[config.mk]
export PLATFORM = sky130hd
export DESIGN_NAME = uart_regbank
export DESIGN_NICKNAME = d
export VERILOG_FILES = /design/src/rtl/uart_rb_pkg.sv /design/src/rtl/uart_rb_fifo.sv /design/src/rtl/uart_rb_baud.sv /design/src/rtl/uart_rb_tx.sv /design/src/rtl/uart_rb_rx.sv /design/src/rtl/uart_regbank.sv
export SDC_FILE = /design/constraint.sdc
export NUM_CORES = 1
export LEC_CHECK = 0
export BUFFER_PORTS_ARGS = -buffer_cell sky130_fd_sc_hd__buf_2
export CAP_MARGIN = 20
export CORE_UTILIZATION = 38
export DETAILED_ROUTE_END_ITERATION = 7
export GPL_TIMING_DRIVEN = 0
export PLACE_DENSITY = 0.58
export RECOVER_POWER = 25
export SYNTH_ARGS = -nofsm -noshare
export SYNTH_HDL_FRONTEND = slang
export SYNTH_SLANG_ARGS = --single-unit
[constraint.sdc]
create_clock -name clk -period 5.25 [get_ports clk]
set_input_delay 0.525 -clock clk [delete_from_list [all_inputs] [get_ports clk]]
set_output_delay 0.525 -clock clk [all_outputs]
set_load 0.03 [all_outputs]
[src/rtl/uart_rb_pkg.sv]
package uart_rb_pkg;

  typedef enum logic [1:0] {ST_IDLE, ST_START, ST_DATA, ST_STOP} frame_st_e;

  localparam logic [7:0] OFS_DATA = 8'h00;
  localparam logic [7:0] OFS_IER  = 8'h04;
  localparam logic [7:0] OFS_FCR  = 8'h08;
  localparam logic [7:0] OFS_LCR  = 8'h0C;
  localparam logic [7:0] OFS_LSR  = 8'h14;
  localparam logic [7:0] OFS_USR  = 8'h7C;

  // number of data bits for a length select
  function automatic logic [3:0] frame_bits(input logic [1:0] sel);
    return 4'd5 + {2'b00, sel};
  endfunction

  // last bit index of a frame for a length select
  function automatic logic [2:0] last_bit(input logic [1:0] sel);
    return 3'd4 + {1'b0, sel};
  endfunction

  // a receive shifter fills from the top; move the frame down to bit 0
  function automatic logic [7:0] rx_align(input logic [7:0] sh, input logic [1:0] sel);
    return sh >> (2'd3 - sel);
  endfunction

endpackage

[src/rtl/uart_rb_fifo.sv]
module uart_rb_fifo #(
  parameter int WIDTH = 8,
  parameter int DEPTH = 32,
  localparam int PTR_W = (DEPTH > 1) ? $clog2(DEPTH) : 1,
  localparam int CNT_W = $clog2(DEPTH + 1)
) (
  input  logic             clk,
  input  logic             rst_n,
  input  logic             clr,
  input  logic             one_deep,
  input  logic             push,
  input  logic [WIDTH-1:0] din,
  input  logic             pop,
  output logic [WIDTH-1:0] dout,
  output logic [CNT_W-1:0] count,
  output logic             empty,
  output logic             full
);

  logic [WIDTH-1:0] mem [DEPTH];
  logic [PTR_W-1:0] wp, rp;
  logic push_ok, pop_ok;

  assign empty   = (count == '0);
  assign full    = one_deep ? !empty : (count == CNT_W'(DEPTH));
  assign push_ok = push && !full;
  assign pop_ok  = pop && !empty;
  assign dout    = mem[rp];

  function automatic logic [PTR_W-1:0] bump(input logic [PTR_W-1:0] p);
    return (p == PTR_W'(DEPTH - 1)) ? '0 : p + 1'b1;
  endfunction

  always_ff @(posedge clk) begin
    if (push_ok) mem[wp] <= din;
  end

  always_ff @(posedge clk or negedge rst_n) begin
    if (!rst_n) begin
      wp <= '0;
      rp <= '0;
      count <= '0;
    end else if (clr) begin
      wp <= '0;
      rp <= '0;
      count <= '0;
    end else begin
      if (push_ok) wp <= bump(wp);
      if (pop_ok)  rp <= bump(rp);
      if (push_ok && !pop_ok)      count <= count + 1'b1;
      else if (pop_ok && !push_ok) count <= count - 1'b1;
    end
  end

endmodule

[src/rtl/uart_rb_baud.sv]
module uart_rb_baud #(
  parameter int DIV_W = 16
) (
  input  logic             clk,
  input  logic             rst_n,
  input  logic [DIV_W-1:0] divisor,
  output logic             tick
);

  logic [DIV_W-1:0] cnt;

  assign tick = (divisor != '0) && (cnt >= divisor - 1'b1);

  always_ff @(posedge clk or negedge rst_n) begin
    if (!rst_n)               cnt <= '0;
    else if (divisor == '0)   cnt <= '0;
    else if (tick)            cnt <= '0;
    else                      cnt <= cnt + 1'b1;
  end

endmodule

[src/rtl/uart_rb_tx.sv]
module uart_rb_tx
  import uart_rb_pkg::*;
(
  input  logic       clk,
  input  logic       rst_n,
  input  logic       tick,
  input  logic [1:0] len_sel,
  input  logic       avail,
  input  logic [7:0] din,
  output logic       pop,
  output logic       txd,
  output logic       busy
);

  frame_st_e  st;
  logic [3:0] tcnt;
  logic [2:0] bitn;
  logic [7:0] sh;
  logic       bit_end;

  assign busy    = (st != ST_IDLE);
  assign pop     = (st == ST_IDLE) && tick && avail;
  assign bit_end = tick && (tcnt == 4'd15);

  always_ff @(posedge clk or negedge rst_n) begin
    if (!rst_n) begin
      st   <= ST_IDLE;
      tcnt <= '0;
      bitn <= '0;
      sh   <= '0;
      txd  <= 1'b1;
    end else begin
      if (tick && st != ST_IDLE) tcnt <= tcnt + 1'b1;
      unique case (st)
        ST_IDLE: begin
          txd <= 1'b1;
          if (pop) begin
            sh   <= din;
            tcnt <= '0;
            txd  <= 1'b0;
            st   <= ST_START;
          end
        end
        ST_START: if (bit_end) begin
          bitn <= '0;
          txd  <= sh[0];
          st   <= ST_DATA;
        end
        ST_DATA: if (bit_end) begin
          if (bitn == last_bit(len_sel)) begin
            txd <= 1'b1;
            st  <= ST_STOP;
          end else begin
            bitn <= bitn + 1'b1;
            sh   <= sh >> 1;
            txd  <= sh[1];
          end
        end
        ST_STOP: if (bit_end) st <= ST_IDLE;
        default: st <= ST_IDLE;
      endcase
    end
  end

endmodule

[src/rtl/uart_rb_rx.sv]
module uart_rb_rx
  import uart_rb_pkg::*;
(
  input  logic       clk,
  input  logic       rst_n,
  input  logic       tick,
  input  logic [1:0] len_sel,
  input  logic       rxd,
  output logic       push,
  output logic [7:0] data,
  output logic       frame_err,
  output logic       busy
);

  frame_st_e  st;
  logic [1:0] sync;
  logic       line, line_d;
  logic [3:0] tcnt;
  logic [2:0] bitn;
  logic [7:0] sh;
  logic       fall, mid_start, bit_mid;

  assign line      = sync[1];
  assign fall      = line_d && !line;
  assign busy      = (st != ST_IDLE);
  assign mid_start = tick && (tcnt == 4'd7);
  assign bit_mid   = tick && (tcnt == 4'd15);

  always_ff @(posedge clk or negedge rst_n) begin
    if (!rst_n) begin
      sync   <= 2'b11;
      line_d <= 1'b1;
    end else begin
      sync   <= {sync[0], rxd};
      line_d <= line;
    end
  end

  always_ff @(posedge clk or negedge rst_n) begin
    if (!rst_n) begin
      st        <= ST_IDLE;
      tcnt      <= '0;
      bitn      <= '0;
      sh        <= '0;
      push      <= 1'b0;
      frame_err <= 1'b0;
      data      <= '0;
    end else begin
      push      <= 1'b0;
      frame_err <= 1'b0;
      if (tick && st != ST_IDLE) tcnt <= tcnt + 1'b1;
      unique case (st)
        ST_IDLE: if (fall) begin
          tcnt <= '0;
          sh   <= '0;
          st   <= ST_START;
        end
        ST_START: if (mid_start) begin
          tcnt <= '0;
          bitn <= '0;
          st   <= line ? ST_IDLE : ST_DATA;
        end
        ST_DATA: if (bit_mid) begin
          sh <= {line, sh[7:1]};
          if (bitn == last_bit(len_sel)) st <= ST_STOP;
          else bitn <= bitn + 1'b1;
        end
        ST_STOP: if (bit_mid) begin
          if (line) begin
            push <= 1'b1;
            data <= rx_align(sh, len_sel);
          end else begin
            frame_err <= 1'b1;
          end
          st <= ST_IDLE;
        end
        default: st <= ST_IDLE;
      endcase
    end
  end

endmodule

[src/rtl/uart_regbank.sv]
module uart_regbank
  import uart_rb_pkg::*;
#(
  parameter int ADDR_W     = 8,
  parameter int DATA_W     = 32,
  parameter int FIFO_DEPTH = 32,
  parameter int DIV_W      = 16,
  localparam int CNT_W     = $clog2(FIFO_DEPTH + 1)
) (
  input  logic              clk,
  input  logic              rst_n,
  input  logic              bus_wr,
  input  logic              bus_rd,
  input  logic [ADDR_W-1:0] bus_addr,
  input  logic [DATA_W-1:0] bus_wdata,
  output logic [DATA_W-1:0] bus_rdata,
  output logic              txd,
  input  logic              rxd
);

  // register state
  logic [7:0]       div_lo, div_hi, ier_q, last_rx;
  logic [1:0]       len_sel;
  logic             bank_div, fifo_en, ferr_q;
  logic [DIV_W-1:0] divisor;

  // internal events, named for the checker
  logic             tick;
  logic             tx_push, tx_pop, tx_clr, tx_empty, tx_full, tx_busy;
  logic             rx_push, rx_pop, rx_clr, rx_empty, rx_full, rx_busy, rx_ferr;
  logic [CNT_W-1:0] tx_count, rx_count;
  logic [7:0]       tx_head, rx_head, rx_byte;
  logic             wr_unused;

  // register selects
  logic sel_data, sel_ier, sel_fcr, sel_lcr, sel_lsr, sel_usr;
  assign sel_data = (bus_addr == ADDR_W'(OFS_DATA));
  assign sel_ier  = (bus_addr == ADDR_W'(OFS_IER));
  assign sel_fcr  = (bus_addr == ADDR_W'(OFS_FCR));
  assign sel_lcr  = (bus_addr == ADDR_W'(OFS_LCR));
  assign sel_lsr  = (bus_addr == ADDR_W'(OFS_LSR));
  assign sel_usr  = (bus_addr == ADDR_W'(OFS_USR));

  assign wr_unused = ^bus_wdata[DATA_W-1:8];
  assign divisor   = DIV_W'({div_hi, div_lo});

  assign tx_push = bus_wr && sel_data && !bank_div;
  assign rx_pop  = bus_rd && sel_data && !bank_div;
  assign tx_clr  = bus_wr && sel_fcr && bus_wdata[2];
  assign rx_clr  = bus_wr && sel_fcr && bus_wdata[1];

  always_ff @(posedge clk or negedge rst_n) begin
    if (!rst_n) begin
      div_lo   <= '0;
      div_hi   <= '0;
      ier_q    <= '0;
      len_sel  <= '0;
      bank_div <= 1'b0;
      fifo_en  <= 1'b0;
    end else if (bus_wr) begin
      if (sel_data && bank_div)  div_lo <= bus_wdata[7:0];
      if (sel_ier && bank_div)   div_hi <= bus_wdata[7:0];
      if (sel_ier && !bank_div)  ier_q  <= bus_wdata[7:0];
      if (sel_fcr)               fifo_en <= bus_wdata[0];
      if (sel_lcr) begin
        len_sel  <= bus_wdata[1:0];
        bank_div <= bus_wdata[7];
      end
    end
  end

  always_ff @(posedge clk or negedge rst_n) begin
    if (!rst_n) begin
      ferr_q  <= 1'b0;
      last_rx <= '0;
    end else begin
      if (rx_ferr)                    ferr_q <= 1'b1;
      else if (bus_rd && sel_lsr)     ferr_q <= 1'b0;
      if (rx_pop && !rx_empty)        last_rx <= rx_head;
    end
  end

  always_comb begin
    bus_rdata = '0;
    if (sel_data)     bus_rdata[7:0] = bank_div ? div_lo : (rx_empty ? last_rx : rx_head);
    else if (sel_ier) bus_rdata[7:0] = bank_div ? div_hi : ier_q;
    else if (sel_fcr) bus_rdata[0]   = fifo_en;
    else if (sel_lcr) bus_rdata[7:0] = {bank_div, 5'b0, len_sel};
    else if (sel_lsr) bus_rdata[7:0] = {1'b0, tx_empty && !tx_busy, tx_empty, 1'b0,
                                        ferr_q, 2'b0, !rx_empty};
    else if (sel_usr) bus_rdata[4:0] = {rx_full, !rx_empty, tx_empty, !tx_full,
                                        tx_busy || rx_busy};
  end

  uart_rb_baud #(.DIV_W(DIV_W)) u_baud (
    .clk(clk), .rst_n(rst_n), .divisor(divisor), .tick(tick)
  );

  uart_rb_fifo #(.WIDTH(8), .DEPTH(FIFO_DEPTH)) u_tx_fifo (
    .clk(clk), .rst_n(rst_n), .clr(tx_clr), .one_deep(!fifo_en),
    .push(tx_push), .din(bus_wdata[7:0]), .pop(tx_pop), .dout(tx_head),
    .count(tx_count), .empty(tx_empty), .full(tx_full)
  );

  uart_rb_fifo #(.WIDTH(8), .DEPTH(FIFO_DEPTH)) u_rx_fifo (
    .clk(clk), .rst_n(rst_n), .clr(rx_clr), .one_deep(!fifo_en),
    .push(rx_push), .din(rx_byte), .pop(rx_pop), .dout(rx_head),
    .count(rx_count), .empty(rx_empty), .full(rx_full)
  );

  uart_rb_tx u_tx (
    .clk(clk), .rst_n(rst_n), .tick(tick), .len_sel(len_sel),
    .avail(!tx_empty), .din(tx_head), .pop(tx_pop), .txd(txd), .busy(tx_busy)
  );

  uart_rb_rx u_rx (
    .clk(clk), .rst_n(rst_n), .tick(tick), .len_sel(len_sel), .rxd(rxd),
    .push(rx_push), .data(rx_byte), .frame_err(rx_ferr), .busy(rx_busy)
  );

endmodule

==> summary.md <==
| Metric | Value |
|---|---|
| Status | `complete, but fails checks` |
| Failing checks | `capacitance limit, slew limit` |
| Total CTS buffers | `67` |
| Startpoint of the worst hold path | `rxd` |
| Initial Utilization | `38.6%` |
| Worst-Margin Slew | `3.73 ns` |
| Worst stage delay on the critical path | `0.71 ns` |
| RR Startpoint | `div_lo[5]` |
| Async SR Flop Fraction | `20.6%` |
| Clk sink count | `645` |
| Die H | `272 um` |
| CP max FO | `10` |
| Worst Path Buf+Inv | `3` |
| Vias in the first global route | `15900` |
| Die width | `272 um` |
| Cell leakage power | `10.4 nW` |
| Hold Vio Cnt, Final | `0` |
| Fmax | `0.206 GHz` |
| Row cnt | `98` |
| Synth cell types | `68` |
| Syn. warnings | `0` |
| Buffers on Ports | `28` |
| Layout cells sized above 1 | `19.3%` |
| Number of flops mapped to enable cells by yosys | `512` |
| Required time of the critical path | `4.72 ns` |
| Vias post-DR | `15500` |
| First-pass GRT wire length | `98400 um` |
| Diode count | `0` |
| Reg2reg setup slack | `0.43 ns` |
| GPL Wtd Cong | `0.837` |
| Slew Viols, Final | `356` |
| Mean post-synth cell area | `15.9 um^2` |
| Setup TNS | `0 ns` |
| Post-synthesis cell count | `1739` |
| # DRC | `0` |
| Routed WL per cell | `22.3 um` |
| Clk buf depth | `3` |
| Pin count of the biggest net entering global routing | `73` |
| CTS clk-pin slew, worst paths | `0.06 ns` |
| Top cells by area, synth | `edfxtp_1, dfrtp_1, mux4_2` |
| Antenna violations before repair | `0` |
| Register area share after synthesis | `67.5%` |
| FF+latch count, synth | `645` |
| Util after Layout | `43.9%` |
| Worst slew margin | `-148%` |
| CP max stage cell | `clkbuf_1` |
| RSZ-0062 raised after global routing | `false` |
| WP data arrival | `4.34 ns` |
| R2R Path End | `u_rx.data[4]` |
| Hold EP | `u_rx.sync[0]` |
| Crit end category | `output pin` |
| Htree depth | `3` |
| Kind of critical path | `flip-flop to output pin` |
| # setup viols final | `0` |
| GRT Resource Usage Total | `17.6%` |
| Kind of cell adding the most delay to the critical path | `buffers and inverters` |
| Clock Tree Root | `clkbuf_16` |
| Clk_lat worst skew | `0.61 ns` |
| I/O Pins | `78` |
| Period utilisation layout | `92.6%` |
| Post-CTS Repair Setup Buffers | `0` |
| Min cycle time layout | `4.86 ns` |
| Die area | `74000 um^2` |
| DR vias/cell | `5.39` |
| Setup ws final | `0.390 ns` |
| Reg2reg path depth | `15` |
| DP Wirelength | `42400 um` |
| Max-cap violation count | `9` |
| CTS tree | `yes` |
| Clock Skew | `0.0286 ns` |
| Total grt overflow | `0` |
| Worst hold path type | `input port to flip-flop` |
| Critical path depth in cells | `9` |
| CP Cell Sequence | `clkbuf_1 > clkbuf_1 > mux4_2 > mux4_2 > mux2i_1 > nand2_1 > o211ai_1 > o221ai_1 > buf_2` |
| DRT antenna net count | `0` |
| Critical Path Source Type | `flip-flop` |
| Initial drt markers | `1404` |
| Core Region | `71900 um^2` |
| Pre-CTS setup slack | `0.431 ns` |
| Leading area contributor after synthesis | `edfxtp_1` |
| Post-Syn Area | `27700 um^2` |
| CP Launch Point | `u_rx_fifo.rp[1]` |
| Pwr dens | `345 nW/um^2` |
| Top FF cell, synth | `edfxtp_1` |
| Worst hold path depth | `1` |
| VDD IR-drop max | `316 uV` |
| Number of iterations in the first detailed-routing pass | `7` |
| Routed WL | `64100 um` |
| Top cell type's share of synthesized area | `55.5%` |
| Net count, final | `1964` |
| Synth-to-layout area growth | `13.8%` |
==> worst register-to-register path, cell delays in order, from the launching register on <==
cell	delay (ns)
dfrtp_1	0.48
nor4_4	0.35
nand3b_2	0.15
or3_1	0.34
nor3_1	0.19
xnor2_1	0.11
ha_1	0.32
and4_1	0.24
nand2_1	0.07
or4_1	0.50
nand3_1	0.25
nand2_1	0.27
nor3_2	0.50
and4_1	0.34
buf_2	0.24
mux2_2	0.36
==> logic make-up (layout without fill, tap and decap cells) <==
kind of cell	after synthesis	after routing	synth area share, %
buffers and inverters	136	298	2.23
AOI/OAI and AO/OA	232	232	5.12
and+or+nand+nor	390	390	6.63
xor gates and xnor gates	46	46	1.45
muxes	239	239	14.8
adders and majority gates	50	50	2.28
DFF	645	645	67.5
other	1	24	0.0135
==> through the flow <==
stage	hold WS, ns	instances	instance area [um^2]	power (mW)
4_1_cts	0.0719	2867	31500	11.0
2_1_floorplan	0.229	1762	27800	5.91
3_5_place_dp	0.349	2742	29200	6.09
6_report	0.0939	2874	31600	10.9
5_1_grt	0.0769	2874	31600	11.2
3_3_place_gp	0.350	2740	29100	6.07
==> synthesized netlist by cell type, drive strengths merged, types with 14 or more instances <==
library cell and n:
mux4 131, inv 29, clkbuf 61, edfxtp 512, o21ai 68, a21oi 86
nand3 34, mux2i 52, dfrtp 129, a22o 14, buf 46, nor2 163
xnor2 32, nand2 84, nor3 22, xor2 14, and3 14, ha 49
mux2 56
==> worst max path at each step <==
stage	slack (ns)	to
after global placement	0.49	u_rx.data[3]
after global routing	0.11	u_rx.data[2]
after detailed placement	0.43	u_rx.data[3]
after floorplan	1.18	u_tx_fifo.count[5]
after CTS	0.05	bus_rdata[6]
final	0.39	bus_rdata[4]
==> repair_timing <==
item,in CTS,in global routing
setup endpoints to repair,0,6
hold endpoints to repair,61,0
gates resized for setup,0,3
hold buffers,1,0
==> layer usage <==
metal  wire, um  track usage (%)
met4       1600             5.43
met5          0                0
met1      27900             23.8
met3       2800             2.63
met2      31800             29.2
==> cell usage in the layout, fill, tap and decap left out, types with 10 or more instances in the layout <==
master | synthesis | final
nand2_1 | 84 | 84
a221oi_1 | 10 | 10
mux2_2 | 56 | 56
mux4_2 | 131 | 131
a22o_1 | 14 | 14
clkbuf_16 | 0 | 69
nand3_1 | 34 | 34
nor3_1 | 21 | 21
and3_1 | 14 | 14
a21oi_1 | 85 | 85
edfxtp_1 | 512 | 512
mux2i_1 | 52 | 52
ha_1 | 49 | 49
buf_2 | 13 | 31
inv_1 | 29 | 29
nor2_1 | 163 | 163
conb_1 | 1 | 24
o21ai_0 | 68 | 68
buf_4 | 24 | 24
dfrtp_1 | 129 | 129
clkinv_2 | 0 | 16
xor2_1 | 14 | 14
clkbuf_1 | 60 | 82
xnor2_1 | 32 | 32
==> final cells by class <==
cell class                      instances  area (um^2)
Fill cell                            6427        40300
Sequential cell                       645        18700
Multi-Input combinational cell        981         8490
Clock buffer                           81         1780
Tap cell                              950         1190
Buffer                                107          510
Clock inverter                         43          482
Timing Repair Buffer                   38          300
Inverter                               29          109
==> power by group <==
part	switching, mW	leakage, nW	internal, mW	total (mW)
sequential	0.0177	5.81	5.51	5.53
clock	2.01	1.11	2.89	4.90
combinational	0.294	3.44	0.157	0.451
==> sequential cells by signal, summed over array words and instances, names as in the netlist, 6 cells and up, named ones only <==
signal,count
ier_q,8
last_rx,8
u_tx_fifo.mem,256
u_rx.sh,8
u_tx_fifo.count,6
u_rx.data,8
div_hi,8
u_rx_fifo.mem,256
div_lo,8
u_tx.sh,8
u_rx_fifo.count,6
u_baud.cnt,16
Note: power is estimated with default switching activity, not from simulation.
